`src/rtl/scsi_hostif_pkg.sv`:
```
package scsi_hostif_pkg;
  localparam int AW = 5;
  localparam int DW = 8;

  localparam logic [AW-1:0] IX_OWN   = 5'h00;
  localparam logic [AW-1:0] IX_TLUN  = 5'h0F;
  localparam logic [AW-1:0] IX_TCH   = 5'h12;
  localparam logic [AW-1:0] IX_TCM   = 5'h13;
  localparam logic [AW-1:0] IX_TCL   = 5'h14;
  localparam logic [AW-1:0] IX_DST   = 5'h15;
  localparam logic [AW-1:0] IX_SRC   = 5'h16;
  localparam logic [AW-1:0] IX_STAT  = 5'h17;
  localparam logic [AW-1:0] IX_CMD   = 5'h18;
  localparam logic [AW-1:0] IX_DATA  = 5'h19;
  localparam logic [AW-1:0] IX_CLRHI = 5'h1A;
  localparam logic [AW-1:0] IX_AUX   = 5'h1F;

  localparam logic [DW-1:0] ST_RESET     = 8'h00;
  localparam logic [DW-1:0] ST_RESET_ADV = 8'h01;
  localparam logic [DW-1:0] ST_SEL_TO    = 8'h42;
  localparam logic [DW-1:0] ST_XFER_END  = 8'h16;
  localparam logic [DW-1:0] ST_DISC      = 8'h85;

  localparam int AUX_INT = 7;
  localparam int AUX_BSY = 5;
  localparam int AUX_CIP = 4;
  localparam int AUX_DBR = 0;
  localparam int OWN_ADV = 3;

  localparam logic [DW-1:0] AUX_ONLY_INT = 8'h80;
  localparam logic [DW-1:0] AUX_XFER     = 8'h31;

  typedef enum logic [1:0] {PH_IDLE = 2'd0, PH_DIN = 2'd1, PH_DOUT = 2'd2} xfer_ph_e;
endpackage

```
`src/rtl/scsi_hostif_latch.sv`:
```
module scsi_hostif_latch #(
  parameter int AW = 5
) (
  input  logic          clk,
  input  logic          rst_n,
  input  logic          zero_i,
  input  logic          load_i,
  input  logic [AW-1:0] load_val_i,
  input  logic          inc_i,
  output logic [AW-1:0] idx_o
);
  logic [AW-1:0] idx_q, idx_n;

  always_comb begin
    idx_n = idx_q;
    if (zero_i)      idx_n = '0;
    else if (load_i) idx_n = load_val_i;
    else if (inc_i)  idx_n = idx_q + 1'b1;
  end

  always_ff @(posedge clk or negedge rst_n) begin
    if (!rst_n) idx_q <= '0;
    else if (zero_i || load_i || inc_i) idx_q <= idx_n;
  end

  assign idx_o = idx_q;
endmodule

```
`src/rtl/scsi_hostif_tc.sv`:
```
module scsi_hostif_tc #(
  parameter int TCW = 24,
  parameter int DW  = 8,
  localparam int NB = TCW / DW,
  localparam int LW = (NB > 1) ? $clog2(NB) : 1
) (
  input  logic           clk,
  input  logic           rst_n,
  input  logic           clr_i,
  input  logic           wr_i,
  input  logic [LW-1:0]  lane_i,
  input  logic [DW-1:0]  wdata_i,
  input  logic           dec_i,
  output logic [TCW-1:0] cnt_o
);
  logic [TCW-1:0] cnt_q, cnt_n, cnt_wr;

  for (genvar g = 0; g < NB; g++) begin : g_lane
    assign cnt_wr[g*DW +: DW] = (wr_i && lane_i == LW'(g)) ? wdata_i : cnt_q[g*DW +: DW];
  end

  always_comb begin
    cnt_n = cnt_q;
    if (clr_i)      cnt_n = '0;
    else if (wr_i)  cnt_n = cnt_wr;
    else if (dec_i) cnt_n = cnt_q - 1'b1;
  end

  always_ff @(posedge clk or negedge rst_n) begin
    if (!rst_n) cnt_q <= '0;
    else if (clr_i || wr_i || dec_i) cnt_q <= cnt_n;
  end

  assign cnt_o = cnt_q;
endmodule

```
`src/rtl/scsi_hostif.sv`:
```
module scsi_hostif
  import scsi_hostif_pkg::*;
#(
  parameter int TCW     = 24,
  parameter int BLKW    = 8,
  parameter int MAX_DEV = 7
) (
  input  logic        clk,
  input  logic        rst_n,
  input  logic        host_rd,
  input  logic        host_wr,
  input  logic        host_addr,
  input  logic [7:0]  host_wdata,
  output logic [7:0]  host_rdata,
  output logic [2:0]  own_id_o,
  output logic        tgt_sel_o,
  output logic [2:0]  tgt_id_o,
  output logic        tgt_msg_vld_o,
  output logic [7:0]  tgt_msg_o,
  input  logic        tgt_accept_i,
  input  logic [1:0]  tgt_phase_i,
  input  logic [7:0]  tgt_blk_len_i,
  input  logic [7:0]  tgt_status_i,
  output logic        tgt_next_o,
  output logic        tgt_xfer_o,
  output logic [7:0]  tgt_dout_o,
  input  logic [7:0]  tgt_din_i
);
  localparam int NREG = 1 << AW;
  localparam int NB   = TCW / DW;
  localparam int LW   = (NB > 1) ? $clog2(NB) : 1;

  logic [DW-1:0]   regs_q [NREG];
  logic [DW-1:0]   regs_n [NREG];
  logic [DW-1:0]   aux_q, aux_n;
  xfer_ph_e        ph_q, ph_n;
  logic            busy_q, busy_n;
  logic [BLKW-1:0] blk_q, blk_n;
  logic [2:0]      tid_q, tid_n, own_q, own_n;
  logic [AW-1:0]   idx;
  logic            lat_zero, lat_load, lat_inc;
  logic            tc_clr, tc_wr, tc_dec;
  logic [LW-1:0]   tc_lane;
  logic [TCW-1:0]  tc_cnt;
  logic            wr_dp, rd_dp, do_disc, step, cmd_ok, sel_ok;
  logic [DW-1:0]   cmd_reg, stat_reg;

  assign wr_dp    = host_wr && host_addr;
  assign rd_dp    = host_rd && host_addr && !host_wr;
  assign cmd_ok   = wr_dp && idx == IX_CMD && !aux_q[AUX_CIP];
  assign sel_ok   = !busy_q && (int'(regs_q[IX_DST][2:0]) < MAX_DEV);
  assign tc_lane  = (idx == IX_TCL) ? LW'(0) : (idx == IX_TCM) ? LW'(1) : LW'(2);
  assign cmd_reg  = regs_q[IX_CMD];
  assign stat_reg = regs_q[IX_STAT];

  scsi_hostif_latch #(.AW(AW)) u_latch (
    .clk(clk), .rst_n(rst_n), .zero_i(lat_zero), .load_i(lat_load),
    .load_val_i(host_wdata[AW-1:0]), .inc_i(lat_inc), .idx_o(idx));

  scsi_hostif_tc #(.TCW(TCW), .DW(DW)) u_tc (
    .clk(clk), .rst_n(rst_n), .clr_i(tc_clr), .wr_i(tc_wr), .lane_i(tc_lane),
    .wdata_i(host_wdata), .dec_i(tc_dec), .cnt_o(tc_cnt));

  // read mux
  always_comb begin
    if (!host_addr)                               host_rdata = aux_q;
    else if (idx == IX_AUX)                       host_rdata = aux_q;
    else if (idx == IX_DATA && ph_q == PH_DIN)    host_rdata = tgt_din_i;
    else if (idx == IX_TCH || idx == IX_TCM || idx == IX_TCL)
                                                  host_rdata = tc_cnt[tc_lane*DW +: DW];
    else                                          host_rdata = regs_q[idx];
  end

  // next-state
  always_comb begin
    regs_n = regs_q;
    aux_n = aux_q; ph_n = ph_q; busy_n = busy_q; blk_n = blk_q;
    tid_n = tid_q; own_n = own_q;
    lat_zero = 1'b0; lat_load = host_wr && !host_addr; lat_inc = 1'b0;
    tc_clr = 1'b0; tc_wr = 1'b0; tc_dec = 1'b0;
    tgt_sel_o = 1'b0; tgt_msg_vld_o = 1'b0; tgt_next_o = 1'b0; tgt_xfer_o = 1'b0;
    do_disc = 1'b0; step = 1'b0;

    if (wr_dp) begin
      unique case (idx)
        IX_OWN: begin regs_n[IX_OWN] = host_wdata; own_n = host_wdata[2:0]; lat_inc = 1'b1; end
        IX_TCH, IX_TCM, IX_TCL: begin tc_wr = 1'b1; lat_inc = 1'b1; end
        IX_AUX: ;
        IX_DATA: begin
          regs_n[IX_DATA] = host_wdata;
          if (ph_q == PH_DOUT) step = 1'b1;
        end
        IX_CMD: if (cmd_ok) begin
          regs_n[IX_CMD] = host_wdata;
          case (host_wdata)
            8'h00: begin
              for (int i = 1; i <= int'(IX_CLRHI); i++) regs_n[i] = '0;
              do_disc = 1'b1; lat_zero = 1'b1; tc_clr = 1'b1;
              regs_n[IX_STAT] = regs_q[IX_OWN][OWN_ADV] ? ST_RESET_ADV : ST_RESET;
            end
            8'h04: do_disc = 1'b1;
            8'h06, 8'h07: begin
              tid_n = regs_q[IX_DST][2:0];
              regs_n[IX_STAT] = ST_SEL_TO; tc_clr = 1'b1; aux_n = AUX_ONLY_INT;
            end
            8'h08, 8'h09: begin
              tid_n = regs_q[IX_DST][2:0];
              tgt_sel_o = sel_ok;
              if (sel_ok && tgt_accept_i) begin
                tgt_msg_vld_o = (host_wdata == 8'h08);
                if (tgt_phase_i == 2'd1 || tgt_phase_i == 2'd2) begin
                  busy_n = 1'b1; aux_n = AUX_XFER; blk_n = tgt_blk_len_i;
                  ph_n = (tgt_phase_i == 2'd1) ? PH_DIN : PH_DOUT;
                end else begin
                  regs_n[IX_TLUN] = tgt_status_i; regs_n[IX_STAT] = ST_XFER_END;
                  do_disc = 1'b1;
                end
              end else begin
                regs_n[IX_STAT] = ST_SEL_TO; tc_clr = 1'b1; aux_n = AUX_ONLY_INT;
              end
            end
            default: ;
          endcase
        end
        default: begin
          if (idx <= IX_SRC) regs_n[idx] = host_wdata;
          lat_inc = 1'b1;
        end
      endcase
    end else if (rd_dp) begin
      unique case (idx)
        IX_STAT: begin
          lat_inc = 1'b1;
          if (stat_reg == ST_XFER_END) begin
            regs_n[IX_STAT] = ST_DISC; aux_n = AUX_ONLY_INT;
          end else aux_n[AUX_INT] = 1'b0;
        end
        IX_DATA: if (ph_q == PH_DIN) begin
          regs_n[IX_DATA] = tgt_din_i; step = 1'b1;
        end
        IX_CMD, IX_AUX: ;
        default: lat_inc = 1'b1;
      endcase
    end

    if (step) begin
      tgt_xfer_o = 1'b1; tc_dec = 1'b1;
      if (blk_q == BLKW'(1)) begin
        tgt_next_o = 1'b1;
        if (tgt_blk_len_i != '0) blk_n = tgt_blk_len_i;
        else begin
          blk_n = '0; regs_n[IX_TLUN] = tgt_status_i; regs_n[IX_STAT] = ST_XFER_END;
          do_disc = 1'b1;
        end
      end else blk_n = blk_q - 1'b1;
    end

    if (do_disc) begin
      ph_n = PH_IDLE; busy_n = 1'b0; aux_n = AUX_ONLY_INT;
    end
  end

  always_ff @(posedge clk or negedge rst_n) begin
    if (!rst_n) begin
      for (int i = 0; i < NREG; i++) regs_q[i] <= '0;
      aux_q <= '0; ph_q <= PH_IDLE; busy_q <= 1'b0; blk_q <= '0;
      tid_q <= '0; own_q <= '0;
    end else if (host_rd || host_wr) begin
      regs_q <= regs_n;
      aux_q <= aux_n; ph_q <= ph_n; busy_q <= busy_n; blk_q <= blk_n;
      tid_q <= tid_n; own_q <= own_n;
    end
  end

  assign own_id_o   = own_q;
  assign tgt_id_o   = tid_n;
  assign tgt_msg_o  = regs_q[IX_TLUN] | 8'h80;
  assign tgt_dout_o = host_wdata;

  // index holds at command, data and auxiliary entries
  p_latch_hold_r1: assert property (@(posedge clk) disable iff (!rst_n)
    (host_addr && (host_rd || host_wr) && (idx == IX_DATA || idx == IX_AUX ||
      (idx == IX_CMD && !(cmd_ok && host_wdata == 8'h00)))) |=> $stable(idx));

  // command ignored while one is in progress
  p_cip_block_r4: assert property (@(posedge clk) disable iff (!rst_n)
    (wr_dp && idx == IX_CMD && aux_q[AUX_CIP]) |=> ($stable(cmd_reg) && $stable(aux_q)));

  // plain select leaves a zero count
  p_tc_clear_r6: assert property (@(posedge clk) disable iff (!rst_n)
    (cmd_ok && (host_wdata == 8'h06 || host_wdata == 8'h07)) |=> (tc_cnt == '0));

  // reading transfer-end moves to disconnect
  p_end_read_r9: assert property (@(posedge clk) disable iff (!rst_n)
    (rd_dp && idx == IX_STAT && stat_reg == ST_XFER_END) |=>
      (aux_q == AUX_ONLY_INT && stat_reg == ST_DISC));

  // last block empty ends the data phase
  p_block_end_r10: assert property (@(posedge clk) disable iff (!rst_n)
    (tgt_next_o && tgt_blk_len_i == '0) |=> (ph_q == PH_IDLE && aux_q == AUX_ONLY_INT));
endmodule

```
`config.mk`:
```
export PLATFORM = sky130hd
export DESIGN_NAME = scsi_hostif
export DESIGN_NICKNAME = d
export VERILOG_FILES = /design/src/rtl/scsi_hostif_pkg.sv /design/src/rtl/scsi_hostif_latch.sv /design/src/rtl/scsi_hostif_tc.sv /design/src/rtl/scsi_hostif.sv
export SDC_FILE = /design/constraint.sdc
export NUM_CORES = 1
export LEC_CHECK = 0
export CAP_MARGIN = 20
export CELL_PAD_IN_SITES_DETAIL_PLACEMENT = 0
export CELL_PAD_IN_SITES_GLOBAL_PLACEMENT = 1
export CORE_AREA = 2 2 293 222
export CTS_CLUSTER_DIAMETER = 200
export DETAILED_ROUTE_END_ITERATION = 10
export DIE_AREA = 0 0 295 224
export DONT_BUFFER_PORTS = 1
export GPL_TIMING_DRIVEN = 0
export PLACE_DENSITY = 0.48
export REMOVE_ABC_BUFFERS = 1
export SLEW_MARGIN = 40
export SYNTH_ARGS = -nofsm -noshare
export SYNTH_HDL_FRONTEND = slang
export SYNTH_SLANG_ARGS = --single-unit
```
`constraint.sdc`:
```
create_clock -name clk -period 3.6 [get_ports clk]
set_input_delay 0.54 -clock clk [delete_from_list [all_inputs] [get_ports clk]]
set_output_delay 0.54 -clock clk [all_outputs]
set_load 0.005 [all_outputs]
```
## Word level (Yosys, flattened, before mapping)

Cells that the tools add are included.

- Add/sub/neg operators: 3
- $lt $le $gt $ge: 4
- Equal/unequal tests: 32
- Shift-type cells: 1
- Multiplexer cells: 132
- Bitwise logic cells: 4
- Reductions and logical operators: 77

Operators with widths:

| cell | count |
|---|---|
| $pmux W192 S2 | 1 |
| $mux W8 | 45 |
| $bwmux W256 | 1 |
| $mux W256 | 1 |
| $mux W208 | 1 |
| $mux W112 | 1 |
| $mux W24 | 4 |
| $mux W64 | 1 |
| $pmux W8 S2 | 4 |
| $mux W56 | 1 |
| $mux W1 | 48 |
| $pmux W8 S3 | 2 |
| $bmux W8 S5 | 1 |
| $demux W8 S5 | 1 |
| $eq A5 B5 Y1 const B | 7 |
| $reduce_bool A2 Y1 | 17 |
| $eq A8 B3 Y1 const B | 3 |
| $shiftx A24 B6 Y8 | 1 |
| $sub A24 B1 Y24 const B | 1 |
| $reduce_and A7 Y1 | 3 |
| $mux W2 | 10 |
| $reduce_bool A3 Y1 | 6 |
| $eq A8 B4 Y1 const B | 2 |
| $reduce_and A8 Y1 | 2 |
| 41 further kinds | 89 |

- Register bits after elaboration: 310
- Input bits: 40
- Logic and storage cells: 296

## Depth between registers and ports, before layout

Gate-level depths: netlist (run 1).

- Depth in word-level cells: 13
- Mapped depth: 15
- Depth with buffers taken out: 8

## Hierarchy

Synthesis (run 1) repeated with hierarchy kept, for this count alone.

- Cells, all modules: 1367
- Area, all modules: 15303.4 sq um

By module, submodules not included:

| module | instances | cells each | area each (sq um) |
|---|---|---|---|
| scsi_hostif | 1 | 1134 | 13357.8 |
| scsi_hostif_tc | 1 | 205 | 1664.1 |
| scsi_hostif_latch | 1 | 28 | 281.5 |

## Worst setup path before layout (run 1)

No wires, ideal clock.

- Kind: register to output
- Start: register u_latch.idx_q[0] (netlist: u_latch.idx_o[0])
- End: output host_rdata[6]
- Arrival: 3.009 ns
- Setup slack: 0.051 ns
- Cell stages (with the launch flop): 14
- Buffers on the path: 7
- Cells stage by stage: dfrtp_1 buf_2 buf_4 buf_2 buf_2 inv_1 ha_1 buf_2 mux2i_1 or2_2 clkbuf_1 clkbuf_1 a211oi_1 nor4_1

- Word-level cells in the longest chain between the ends: 8

RTL lines:

| what | line | text |
|---|---|---|
| start: declaration | scsi_hostif_latch.sv:12 | `logic [AW-1:0] idx_q, idx_n;` |
| start signal: assignment | scsi_hostif_latch.sv:23 | `else if (zero_i \|\| load_i \|\| inc_i) idx_q <= idx_n;` |
| $eq A5 B5 Y1 / $not A5 Y6 (equally long branches) | scsi_hostif.sv:52, scsi_hostif.sv:69, scsi_hostif.sv:71 |  |
| $mux W2 / $bmux W8 S5 (equally long branches) | scsi_hostif.sv:52, scsi_hostif.sv:71 |  |
| $mux W2 / $mux W8 (equally long branches) | scsi_hostif.sv:52, scsi_hostif.sv:71 |  |
| $shiftx A24 B6 Y8 / $mux W8 (equally long branches) | scsi_hostif.sv:70, scsi_hostif.sv:71 |  |
| $mux W8 | scsi_hostif.sv:69 | `else if (idx == IX_TCH \|\| idx == IX_TCM \|\| idx == IX_TCL)` |
| $mux W8 | scsi_hostif.sv:68 | `else if (idx == IX_DATA && ph_q == PH_DIN) host_rdata = tgt_din_i;` |
| $mux W8 (*) | scsi_hostif.sv:67 | `else if (idx == IX_AUX) host_rdata = aux_q;` |
| $mux W8 (*) | scsi_hostif.sv:66 | `if (!host_addr) host_rdata = aux_q;` |
| end: declaration | scsi_hostif.sv:14 | `output logic [7:0] host_rdata,` |

Every way passes the cells marked *; elsewhere a longest branch is shown, timed or not. The select of a mux whose other input is x is not followed.

## Final worst setup path (run 1)

- Start: register u_latch.idx_q[2] (netlist: u_latch.idx_o[2])
- End: output host_rdata[2]

Same word-level chain as after synthesis.

==> impl_metrics.py, run 1 <==
metrics = {
    "logic_synthesis": {
        "synth_top_family_by_area": "compound AO/OA/AOI/OAI gates",
        "ys_top_cells_by_area": "dfrtp_1 (49%), mux4_2 (7.5%), o2bb2ai_1 (7.4%)",
        "ys_async_sr_fraction": 1.00,
        "synth_top_cell_area_share": 0.485,
        "synth_seq_cells": 304,
        "synthDistinctLibCells": 82,
        "synth_edf_count": 0,
        "synth_top_cell_by_area": "dfrtp_1",
        "seq_area_frac_synth": 0.485,
        "synth-simple-area-share": 0.124,
        "synth_ff_type": "dfrtp_1",
        "synthXorXnorAreaFrac": 0,
        "syn_avg_cell_area_um2": 11.1,
        "syn_area_mm2": 0.0157,
        "yosys_warnings": 0,
        "synthCells": 1414,
        "synth-compound-area-share": 0.205,
        "synthMuxAreaShare": 0.129,
        "synth_fa_ha_area_frac": 0.00718,
    },
    "cts": {
        "clk_path_buf_depth": 3,
        "insertion_delay_ns": 0.59,
        "cts_tree": "done",
        "cts-root-buf": "clkbuf_16",
        "clkSlewWorstSetupHoldPaths_ns": 0.06,
        "cts-htree-levels": 1,
        "numCtsBuffers": 31,
        "clock_sinks": 304,
    },
    "power": {
        "p_clk_frac": 0.246,
        "comb_power_share": 0.409,
        "vdd_drop_max_mv": 0.361,
        "switching_power_mw": 5.44,
        "switching_share": 0.393,
        "power_density_mw_per_mm2": 753,
        "p_seq_frac": 0.344,
        "leakage_nw": 7.63,
        "p_int_mw": 8.40,
    },
    "place": {
        "place_congestion": 0.820,
        "portBuffers": 0,
        "post-place-ws_ns": -1.01,
        "dpl.hpwl_um": 38200,
        "post_dp_cell_area_mm2": 0.0165,
    },
    "worst_hold_path": {
        "hold_class": "input pin to asynchronous set/reset pin",
    },
    "critical_path": {
        "crit_type": "flip-flop to primary output",
        "crit_family": "simple AND/OR/NAND/NOR gates",
        "worstPathArrival_ns": 3.02,
        "cp.required_ns": 3.06,
        "cp-end-kind": "primary output",
        "reg2reg_to": "u_tc.cnt_o[16]",
        "critPathSlowestCell": "nor4_2",
        "path_cells": "buf_16 > or3b_4 > o22ai_1 > nor4_2 > nor3_4 > nor4_4",
        "max_stage_delay_ns": 0.62,
        "critPathLaunchType": "flip-flop",
        "critPathMaxFanout": 22,
        "r2r_slack_ns": 0.10,
        "cp.buffers_inverters": 1,
        "r2r_start": "u_latch.idx_o[1]",
        "reg2reg_depth": 9,
    },
    "global_routing": {
        "grt_pass1_wl_um": 87000,
        "grt_max_degree": 305,
        "track_usage": 0.177,
        "use_met1": 0.285,
        "grtUsageMet3": 0.0402,
        "grt_use_met2": 0.237,
        "grt_pass1_vias": 12000,
        "top_usage_layer": "met1",
        "grt.overflow.total": 0,
        "grt_antenna_before_repair": 1,
    },
    "outcome": {
        "violations": "hold timing",
        "outcome": "complete, but fails checks",
    },
    "timing": {
        "setup-violations-final": 0,
        "skew_ns": 0.0181,
        "fin_crit_sh": 0.988,
        "timing.hold.ws_ns": -0.298,
        "timing.final.max_slew_violations": 0,
        "setup_ws_ns": 0.0440,
        "max_freq_mhz": 281,
        "fin_crit_ns": 3.56,
        "maxSlewHeadroom": 0.321,
        "worstMarginPinSlew_ns": 1.02,
        "hold_viol": 304,
    },
    "drt": {
        "vias_per_cell": 5.39,
        "drt-wirelength-per-cell_um": 26.2,
        "drt_first_pass_iters": 5,
        "drt_wl_total_um": 58800,
        "final_antenna_net_count": 0,
        "drt_iter0_drc": 1085,
        "vias": 12100,
        "drcViolationCount": 0,
    },
    "die": {
        "die_y_um": 224,
        "dieArea_mm2": 0.0661,
        "fp.coreArea_mm2": 0.0632,
        "fp-row-count": 80,
        "die_w_um": 295,
        "io_pins": 74,
        "start_util": 0.248,
    },
    "finish": {
        "drive_above_1_share": 0.235,
        "fillerInstances": 6496,
        "areaGrowthSynthToFinish_pct": 17.2,
        "largest_register": "regs_q",
        "stdcell_area_mm2": 0.0184,
        "largest_reg_flops": 233,
        "final_nets": 1408,
    },
    "job": {
        "maxCapViolCount": 0,
    },
}
==> cell usage after synthesis (all sizes together), types with 6 or more instances <==
cell type and n:
a21oi 46, or3 9, a22oi 6, buf 49, inv 35, mux2 56
dfrtp 304, a31oi 6, nand3 53, nand2b 11, nand4 6, clkbuf 97
o21ai 66, nand2 82, o2bb2ai 133, mux2i 22, nor3 22, and3 10
mux4 52, o31ai 9, a211o 11, o22ai 26, and2 39, a211oi 13
ha 9, a22o 17, nor4 21, nor2 70, o211ai 10, nor3b 7
nor2b 7, o221ai 12
==> through the flow <==
step	instances	util	power (mW)	setup TNS, ns
finish	2244	0.291	13.8	0
global route	2243	0.291	14.5	-0.0224
CTS	2223	0.286	13.6	-0.0880
detailed placement	2144	0.261	9.38	-182.97
global placement	2129	0.255	8.93	-2234.46
floorplan	1268	-	7.41	-953.50
==> power by group through the flow <==
stage | Clock [mW] | Combinational, mW | Sequential, mW
final | 3.41 | 5.67 | 4.77
after detailed placement | 0 | 4.50 | 4.88
after global routing | 3.64 | 6.03 | 4.86
after global placement | 0 | 3.81 | 5.12
after CTS | 3.50 | 5.32 | 4.74
after floorplan | 0 | 2.68 | 4.72
==> cells by family after synthesis <==
kind of cell / after synthesis
buffers and inverters: 182
adders and majority gates: 9
AOI/OAI and AO/OA: 418
and+or+nand+nor: 370
DFF: 304
muxes: 130
other: 1
==> area by class of cell <==
class | count | area [µm²] | area share
tap | 861 | 1080 | 0.0586
clock buffer | 43 | 861 | 0.0468
multi-input combinational | 928 | 7850 | 0.427
clock inverter | 13 | 174 | 0.00946
timing repair buffer | 58 | 654 | 0.0356
inverter | 36 | 144 | 0.00783
sequential | 304 | 7630 | 0.415
antenna | 1 | 2.50 | 0.000136
==> repair_timing <==
| action | CTS | global route |
|---|---|---|
| endpoints found under the hold margin | 304 | 304 |
| pin swaps | 10 | 6 |
| resized for setup | 53 | 24 |
| endpoints found under the setup margin | 271 | 151 |
| buffers inserted | 21 | 18 |
| cloned | 2 | 1 |
==> worst register-to-register path, stage by stage (launching register included) <==
cell,delay (ns)
dfrtp_4,0.51
clkinvlp_4,0.17
buf_4,0.18
ha_4,0.23
and4b_4,0.25
o211ai_4,0.24
clkinv_2,0.61
a21oi_1,0.65
o2bb2a_1,0.29
o221a_2,0.24
==> routing by layer <==
layer | wire length (µm) | up-vias
met3 | 4050 | 49
li1 | - | 5293
met4 | 835 | 0
met2 | 23900 | 357
met1 | 30100 | 6403
met5 | 0 | -
==> placed cells by master (no fill, tap or decap), drive strengths merged, types with 17 or more instances in the layout <==
master   instances
nand2           82
buf             55
nand3           53
a22o            17
nor4            21
mux2            56
mux4            52
a21oi           46
and2            39
nor3            22
dfrtp          304
inv             34
o21ai           66
mux2i           22
clkbuf          44
o22ai           26
o2bb2ai        133
nor2            70
==> worst max-delay path by stage <==
stage	start	end	slack (ns)	cells past startpoint
after detailed placement	u_latch.idx_o[0]	regs_q[158]	-1.01	10
after global placement	u_latch.idx_o[0]	regs_q[90]	-10.22	7
after floorplan	u_latch.idx_o[0]	regs_q[100]	-4.57	7
final	u_latch.idx_o[2]	host_rdata[2]	0.04	6
after global routing	u_latch.idx_o[0]	host_rdata[1]	-0.02	8
after CTS	u_latch.idx_o[1]	host_rdata[7]	-0.04	7
Note: power is estimated with default switching activity, not from simulation.
==> run 2, diff against run 1 <==
RECOVER_POWER = 100   (was default)
==> run 2 against run 1 <==
The run still ends with hold timing left. Core utilization is essentially flat. Power about the same. Combinational power is essentially flat. Die area did not move. First-iteration DRC count shrank 0.92%. Global-route usage did not move. Wire length about the same. Setup slack hardly changed. Flip-flop and latch count unchanged. Sequential power about the same. Via count grew 0.13%. Non-clock buffer count stayed put.
==> impl_metrics.py, run 2 (same netlist as run 1, synthesis figures left out) <==
metrics = {
    "die": {
        "die_y_um": 224,
        "fp-row-count": 80,
        "start_util": 0.248,
        "die_w_um": 295,
        "io_pins": 74,
        "fp.coreArea_mm2": 0.0632,
        "dieArea_mm2": 0.0661,
    },
    "timing": {
        "setup_ws_ns": 0.0442,
        "maxSlewHeadroom": 0.322,
        "max_freq_mhz": 281,
        "hold_viol": 304,
        "timing.hold.ws_ns": -0.299,
        "timing.final.max_slew_violations": 0,
        "fin_crit_ns": 3.56,
        "skew_ns": 0.0166,
        "setup-violations-final": 0,
        "worstMarginPinSlew_ns": 1.02,
        "fin_crit_sh": 0.988,
    },
    "power": {
        "p_total_mw": 13.8,
        "power_density_mw_per_mm2": 753,
        "vdd_drop_max_mv": 0.362,
        "leakage_nw": 7.61,
    },
    "critical_path": {
        "critPathMaxFanout": 7,
        "reg2reg_to": "u_tc.cnt_o[16]",
        "worstPathArrival_ns": 3.02,
        "crit_type": "flip-flop to primary output",
        "cp-end-kind": "primary output",
        "r2r_start": "u_latch.idx_o[1]",
        "reg2reg_depth": 9,
        "r2r_slack_ns": 0.12,
        "critPathLaunchType": "flip-flop",
        "cp.required_ns": 3.06,
    },
    "finish": {
        "stdcell_area_mm2": 0.0184,
        "final_nets": 1408,
        "largest_reg_flops": 233,
        "largest_register": "regs_q",
        "drive_above_1_share": 0.234,
        "layout_common_cells": "dfrtp_1 (299), o2bb2ai_1 (133), nand2_1 (78)",
        "stdcell_count": 2244,
        "layout.cells.most_common": "dfrtp_1",
        "areaGrowthSynthToFinish_pct": 17.2,
    },
    "drt": {
        "drcViolationCount": 0,
        "drt-wirelength-per-cell_um": 26.2,
        "drt_wl_total_um": 58800,
        "drt_first_pass_iters": 5,
        "vias": 12100,
        "vias_per_cell": 5.40,
        "final_antenna_net_count": 0,
        "drt_iter0_drc": 1075,
    },
    "cts": {
        "clk_path_buf_depth": 3,
        "clkSlewWorstSetupHoldPaths_ns": 0.06,
        "cts-root-buf": "clkbuf_16",
        "cts_tree": "done",
        "cts-htree-levels": 1,
        "clock_sinks": 304,
        "numCtsBuffers": 31,
        "insertion_delay_ns": 0.59,
    },
    "job": {
        "maxCapViolCount": 0,
    },
    "place": {
        "dpl.hpwl_um": 38200,
        "portBuffers": 0,
        "dp_cells": 2144,
        "post_dp_cell_area_mm2": 0.0165,
        "place_congestion": 0.820,
        "post-place-ws_ns": -1.01,
    },
    "worst_hold_path": {
        "hold_class": "input pin to asynchronous set/reset pin",
    },
    "global_routing": {
        "grt_max_degree": 305,
        "grt_pass1_vias": 12000,
        "grt.overflow.total": 0,
        "grt_antenna_before_repair": 1,
        "grt_pass1_wl_um": 87000,
        "track_usage": 0.177,
    },
    "outcome": {
        "violations": "hold timing",
        "outcome": "complete, but fails checks",
    },
}
run 2: cell counts in the layout (fill, tap and decap cells not counted):
Identical to the previous run, type by type.
run 2: report_power, final:
part / internal, mW / switching (mW)
Clock: 1.95 / 1.46
Sequential: 4.06 / 0.711
Combinational: 2.40 / 3.27
run 2: critical path, cell delays in order, from the launching register on:
cell and delay, ns:
dfrtp_4 0.50, buf_4 0.15, buf_12 0.13, mux4_2 0.54
mux4_2 0.57, and2_4 0.20, a211oi_4 0.22, nor4_2 0.10
run 2: cell type report:
class,count,area [µm²]
sequential,304,7630
timing repair buffer,58,654
clock buffer,43,861
clock inverter,13,174
fill,6498,44800
antenna,1,2.50
multi-input combinational,928,7840
inverter,36,144
tap,861,1080
run 2: per-stage QoR:
step                hold WS, ns   util  setup TNS [ns]
global placement          0.292  0.255        -2234.46
global route             -0.342  0.291         -0.0201
floorplan                 0.244      -         -953.50
CTS                      -0.341  0.286         -0.0880
detailed placement        0.294  0.261         -182.97
finish                   -0.299  0.291               0
run 2: how the worst max path moves through the flow:
stage,from,end,slack [ns],cells after the start
after global placement,u_latch.idx_o[0],regs_q[90],-10.22,7
final,u_latch.idx_o[0],host_rdata[6],0.04,7
after global routing,u_latch.idx_o[0],host_rdata[1],-0.02,8
after detailed placement,u_latch.idx_o[0],regs_q[158],-1.01,10
after CTS,u_latch.idx_o[1],host_rdata[7],-0.04,7
after floorplan,u_latch.idx_o[0],regs_q[100],-4.57,7
run 2: routing by layer:
metal | part of all wire | vias up | global-route usage
met4 | 0.015 | 0 | 0.0288
met2 | 0.41 | 385 | 0.237
met3 | 0.070 | 51 | 0.0402
met5 | 0 | - | 0
met1 | 0.51 | 6395 | 0.285
li1 | - | 5287 | -
run 2: repair_timing:
item / CTS / global route
endpoints found under the hold margin: 304 / 304
setup buffers: 21 / 18
setup endpoints to repair: 271 / 151
pin swaps: 10 / 6
gates cloned: 2 / 1
gates resized for setup: 53 / 24
